**src/rtl/modem_flow_ctl.sv**
```systemverilog
module modem_flow_ctl #(
  parameter int CNT_W       = 8,
  parameter int SYNC_STAGES = 2
) (
  input  logic             clk,
  input  logic             rst_n,
  input  logic [CNT_W-1:0] rx_count,
  input  logic             wide_fifo,
  input  logic [1:0]       legacy_lvl,
  input  logic [CNT_W-1:0] flow_hi,
  input  logic [CNT_W-1:0] flow_lo,
  input  logic             auto_rts_en,
  input  logic             auto_cts_en,
  input  logic             cts_irq_en,
  input  logic             irq_clear,
  input  logic             pin_swap,
  input  logic             cts_n_in,
  input  logic             dsr_n_in,
  input  logic             tx_busy,
  input  logic             stop_bit_done,
  output logic             rts_n_out,
  output logic             dtr_n_out,
  output logic             tx_allow,
  output logic             cts_irq
);

  localparam int SMSB = SYNC_STAGES - 1;

  logic [CNT_W-1:0] hi_thr, lo_thr;
  logic             rx_stop;
  logic [SMSB:0]    cts_sync, dsr_sync;
  logic             line_stop, line_prev;
  logic             halted;
  logic             past_ok;

  always_comb begin
    hi_thr = flow_hi;
    lo_thr = flow_lo;
    if (!wide_fifo) begin
      unique case (legacy_lvl)
        2'd0: begin hi_thr = CNT_W'(8);  lo_thr = CNT_W'(0);  end
        2'd1: begin hi_thr = CNT_W'(16); lo_thr = CNT_W'(7);  end
        2'd2: begin hi_thr = CNT_W'(24); lo_thr = CNT_W'(15); end
        default: begin hi_thr = CNT_W'(28); lo_thr = CNT_W'(23); end
      endcase
    end
  end

  always_ff @(posedge clk or negedge rst_n) begin
    if (!rst_n)                 rx_stop <= 1'b0;
    else if (!auto_rts_en)      rx_stop <= 1'b0;
    else if (rx_count >= hi_thr) rx_stop <= 1'b1;
    else if (rx_count <= lo_thr) rx_stop <= 1'b0;
  end

  assign rts_n_out = !pin_swap && rx_stop;
  assign dtr_n_out =  pin_swap && rx_stop;

  generate
    if (SYNC_STAGES > 1) begin : g_multi
      always_ff @(posedge clk or negedge rst_n) begin
        if (!rst_n) begin
          cts_sync <= '0;
          dsr_sync <= '0;
        end else begin
          cts_sync <= {cts_sync[SMSB-1:0], cts_n_in};
          dsr_sync <= {dsr_sync[SMSB-1:0], dsr_n_in};
        end
      end
    end else begin : g_single
      always_ff @(posedge clk or negedge rst_n) begin
        if (!rst_n) begin
          cts_sync <= '0;
          dsr_sync <= '0;
        end else begin
          cts_sync <= cts_n_in;
          dsr_sync <= dsr_n_in;
        end
      end
    end
  endgenerate

  assign line_stop = pin_swap ? dsr_sync[SMSB] : cts_sync[SMSB];

  always_ff @(posedge clk or negedge rst_n) begin
    if (!rst_n) begin
      line_prev <= 1'b0;
      halted    <= 1'b0;
      cts_irq   <= 1'b0;
      past_ok   <= 1'b0;
    end else begin
      line_prev <= line_stop;
      past_ok   <= 1'b1;
      if (!auto_cts_en || !line_stop)        halted <= 1'b0;
      else if (!tx_busy || stop_bit_done)    halted <= 1'b1;
      if (auto_cts_en && cts_irq_en && line_stop && !line_prev) cts_irq <= 1'b1;
      else if (irq_clear)                                       cts_irq <= 1'b0;
    end
  end

  assign tx_allow = !halted;

  p_stop_at_high_r2: assert property (@(posedge clk) disable iff (!rst_n)
    past_ok && $past(auto_rts_en && rx_count >= hi_thr) |-> (rts_n_out || dtr_n_out));

  p_hold_above_low_r3: assert property (@(posedge clk) disable iff (!rst_n)
    past_ok && $past(auto_rts_en && rx_stop && rx_count > lo_thr) |-> rx_stop);

  p_idle_when_off_r5: assert property (@(posedge clk) disable iff (!rst_n)
    past_ok && $past(!auto_rts_en) |-> !(rts_n_out || dtr_n_out));

  p_finish_char_r7: assert property (@(posedge clk) disable iff (!rst_n)
    past_ok && $past(tx_allow && tx_busy && !stop_bit_done) |-> tx_allow);

  p_no_pause_off_r9: assert property (@(posedge clk) disable iff (!rst_n)
    past_ok && $past(!auto_cts_en) |-> tx_allow);

  p_flag_sticky_r10: assert property (@(posedge clk) disable iff (!rst_n)
    past_ok && $past(cts_irq && !irq_clear) |-> cts_irq);

  p_one_output_r11: assert property (@(posedge clk) disable iff (!rst_n)
    !(rts_n_out && dtr_n_out));

endmodule

```
**config.mk**
```make
export PLATFORM = sky130hd
export DESIGN_NAME = modem_flow_ctl
export DESIGN_NICKNAME = d
export VERILOG_FILES = /design/src/rtl/modem_flow_ctl.sv
export SDC_FILE = /design/constraint.sdc
export NUM_CORES = 1
export LEC_CHECK = 0
export ABC_CLOCK_PERIOD_IN_PS = 1520
export BUFFER_PORTS_ARGS = -buffer_cell sky130_fd_sc_hd__buf_2
export CAP_MARGIN = 10
export CORE_MARGIN = 2
export CORE_UTILIZATION = 42
export CTS_CLUSTER_DIAMETER = 120
export DETAILED_ROUTE_END_ITERATION = 7
export PLACE_DENSITY = 0.89
export SYNTH_ARGS = -nofsm -noshare
export SYNTH_HDL_FRONTEND = slang
export SYNTH_SLANG_ARGS = --single-unit
```
**constraint.sdc**
```tcl
create_clock -name clk -period 1.52 [get_ports clk]
set_clock_uncertainty 0.2 [all_clocks]
set_input_delay 0.304 -clock clk [delete_from_list [all_inputs] [get_ports clk]]
set_output_delay 0.304 -clock clk [all_outputs]
set_load 0.1 [all_outputs]
```
Yosys cells after proc, flatten, opt, wreduce, memory -nomap -nowiden:

Cells that the tools add are included.

* flip-flop bits (word level): 8
* input port bits: 38

* order comparisons: 2
* equal/unequal tests: 3
* multiplexer cells: 12
* reductions and logical operators: 16

Operators by type and width (number)
* one-hot mux 5 bit (3 select lines): 2
* 2-to-1 mux 8 bit: 2
* >= comparator 8 bit: 1
* less-or-equal comparator 8 bit: 1
* 2-to-1 mux 1 bit: 8
* zero test 1 bit: 6
* logical AND 1 bit: 5
* nonzero test 2 bit: 2
* != test 3 x 1 -> 1 bit (second input constant): 1
* == test 2 x 1 -> 1 bit (second input constant): 1
* == test 2 bit (second input constant): 1
* zero test 2 bit: 1
* logical OR 1 bit: 2

Depth between registers and ports, before layout:

* word-level depth: 7
* mapped depth: 8

Least setup slack after synthesis:

No wires, ideal clock.

* path type: reg2out
* start: register rx_stop
* end: output rts_n_out
* arrival: 1630 ps
* required time: 1016 ps
* setup slack: -614 ps
* cell stages (with the launch flop): 3
* buffers on the path: 0
* cell sequence: dfrtp_1 inv_1 nor2_1

* word-level cells in the longest chain between the ends: 1

Ends and longest elaborated chain
* from (decl): line 30 `logic rx_stop;`
* from (signal assigned): line 50 `if (!rst_n) rx_stop <= 1'b0;`
* from (signal assigned): line 51 `else if (!auto_rts_en) rx_stop <= 1'b0;`
* from (signal assigned): line 52 `else if (rx_count >= hi_thr) rx_stop <= 1'b1;`
* logical AND 1 bit: line 56 `assign rts_n_out = !pin_swap && rx_stop;`
* to (decl): line 21 `output logic rts_n_out,`

No other way between the ends.

Worst setup path after layout:

* start: input wide_fifo
* end: register rx_stop

* word-level cells in the longest chain between the ends: 4
* elaborated cells between the ends (all ways): 7
* those cells by class: order compare: 2; eq/ne: 1; mux: 4

Ends and longest elaborated chain
* from (decl): line 8 `input logic wide_fifo,`
* 2-to-1 mux 8 bit: line 39 `if (!wide_fifo) begin`
* >= comparator 8 bit: line 52
* 2-to-1 mux 1 bit: line 52
* 2-to-1 mux 1 bit: line 51
* to (signal assigned): line 51
* to (signal assigned): line 52
* to (signal assigned): line 53 `else if (rx_count <= lo_thr) rx_stop <= 1'b0;`

Several ways; a longest one is shown, not always the timed one.
A chain may end at the register's enable or synchronous reset.

==> results.yml <==
final_layout:
  seqCellArea_sq_um: 200.2
  layout_common_cells: "buf_2 (35), ha_1 (16), nand2_1 (10)"
  fillers: 116
  syn_to_final_growth_pct: 61.05
  stdcell_area_sq_um: 1149
  diodes: 0
  drive_above_1_share_pct: 45.93
  final_nets: 191
  mostFrequentLayoutCell: "buf_2"
  multi_input_area_sq_um: 499.2
global_route:
  grt_start_max_net_pins: 10
  grt_pass1_wl_microns: 3367
  grtUsageTotal_pct: 22.57
  antenna_found_initial: 0
  grt_pass1_vias: 863
  grt-ovfl-total: 0
placement:
  place.gp.congestion: 0.8365
  post_dp_cell_area_sq_um: 1076
  io_buffers: 41
  dp_hpwl_microns: 1769
  dpl_worst_slack_ps: -727.4
timing:
  period_share_pct: 129.0
  tns_ps: -440.2
  min_period_ps: 1960
  slew_viol_final: 0
  rsz0062_at_grt: "yes"
  finalHoldViolations: 0
  tightest_slew_ps: 293.4
  setup_violations: 1
  setup_ws_ps: -440.2
  slew_headroom_pct: 80.19
  max_freq_mhz: 510.2
floorplan:
  start_util_pct: 46.27
  ios: 42
  dieHeight_microns: 45.21
  die_area_sq_um: 2043
  rows: 14
  die_width_microns: 45.21
  core_area_sq_um: 1541
setup_path:
  critPathKind: "input port to flip-flop"
  path_cells: "buf_4 -> inv_2 -> buf_4 -> buf_12 -> o21ai_0 -> ha_1 -> a31oi_1 -> a21oi_1 -> o31a_2"
  critPathSlowestCell: "o31a_2"
  critPathMostFrequentCell: "buf_4"
  max_stage_delay_ps: 360
  path_max_fanout: 6
  worstSetupEndpointType: "flip-flop"
  arrival_ps: 1880
  worstPathRequired_ps: 1440
  critPathLaunchType: "input port"
cts:
  post_cts.repair.setup_buffers: 0
  root_buffer: "clkbuf_4"
  cts_made_buffers: 3
  clk_pin_slew_worst_paths_ps: 50
  htreeDepth: 1
  cts_tree: "built"
  clk_latency_ps: 240
  max-clock-path-buffers: 2
  clock-sinks: 8
status:
  violations: "setup timing"
  status: "complete, but fails checks"
synth:
  seq_area_frac_synth_pct: 28.07
  synth-seq-cells: 8
  syn_area_sq_um: 713.2
  ys_warn_count: 0
  synth_nets: 135
  syn_avg_cell_area_sq_um: 8.805
  netlist_instances: 81
  yosys.cell_types.count: 26
routing:
  ant_nets: 0
  drtPass1Iterations: 4
  routedWlPerCell_microns: 13.40
  drt_iter0_markers: 12
  routed_wl_microns: 2023
  viasPerCell: 5.444
  vias: 822
  drc_errors: 0
pwr:
  p_leak_nw: 0.6063
  power.density_nw_per_um2: 618.2
  peakVddDrop_mv: 0.6893
  power_uw: 710.1
job:
  maxCapViolCount: 0
min_path:
  hp-class: "input port to flip-flop"
critical path, delay by kind of cell:
family,cells,cell delay [ps]
buffers and inverters,4,420
AO/OA/AOI/OAI,4,860
adder cells (fa/ha/maj),1,300
worst paths after layout:
check,to,slack (ps),from,cells past startpoint
worst min-delay path,halted,40,tx_busy,2
worst min register to register,dsr_sync[1],150,dsr_sync[0],0
min in group asynchronous,cts_sync[0],230,rst_n,2
worst max-delay path,rx_stop,-440,wide_fifo,9
max in group asynchronous,line_prev,740,rst_n,2
worst max register to register,rx_stop,220,rx_stop,4
cells by family (layout without fill, tap and decap cells):
group,count (synthesis),after routing,synth area share (%)
muxes,1,1,1.579
buffers and inverters,9,63,4.737
and+or+nand+nor,21,21,14.39
DFF,8,8,28.07
adders and majority gates,16,16,28.07
AOI/OAI and AO/OA,26,26,23.16
cell usage after synthesis (all sizes together):
library cell,number,area share (%)
dfrtp,8,28
o22ai,1,0.88
a21o,2,2.1
o31a,1,1.4
a21oi,8,5.6
a31o,1,1.2
o21ai,5,3.5
o32ai,1,1.2
nor2,2,1.1
nand2,10,5.3
a22oi,1,1.1
o211ai,1,1.1
clkbuf,1,0.53
and3,1,0.88
ha,16,28
o311ai,1,1.2
a31oi,2,1.8
and2,2,1.8
nor2b,1,0.88
o21a,2,2.1
nand3,1,0.70
inv,8,4.2
or3b,1,1.2
or3,1,0.88
nand4,2,1.8
mux2,1,1.6
cell type report:
type	count	share of cell area [%]
clock buffer	3	1.961
multi-input combinational	64	43.46
timing repair buffer	52	32.79
sequential	8	17.43
tap	16	1.743
inverter	8	2.614
through the flow:
step / utilization [%] / std cells / hold slack (ps)
after floorplan: - / 81 / -191.6
after global placement: 69.81 / 145 / -54.22
after detailed placement: 69.81 / 145 / -53.54
after CTS: 73.86 / 151 / 33.71
after global routing: 74.51 / 151 / 31.39
final: 74.51 / 151 / 42.37
report_power, final:
part           total [mW]  leakage (nW)  internal [mW]  switching [mW]
sequential          0.234        0.0974          0.227         0.00697
clock               0.148        0.0138         0.0894          0.0586
combinational       0.328         0.495          0.159           0.169
total               0.710         0.606          0.475           0.235
per-layer routing:
metal	track usage, %	up-vias	part of all wire, %
li1	-	409	-
met4	5.294	0	0
met2	45.43	35	58
met5	0	-	0
met3	3.200	0	6.1
met1	24.00	378	36
registers in the layout, summed over array words and instances (netlist names):
signal / count
cts_sync: 2
dsr_sync: 2
halted: 1
cts_irq: 1
line_prev: 1
rx_stop: 1
timing repair:
action                                  CTS  global route
endpoints found under the setup margin    2             2
endpoints found under the hold margin    10             0
pin swaps                                 4             4
hold buffers                              3             0
gates resized for setup                   5             3
(Power assumes the default switching activity.)
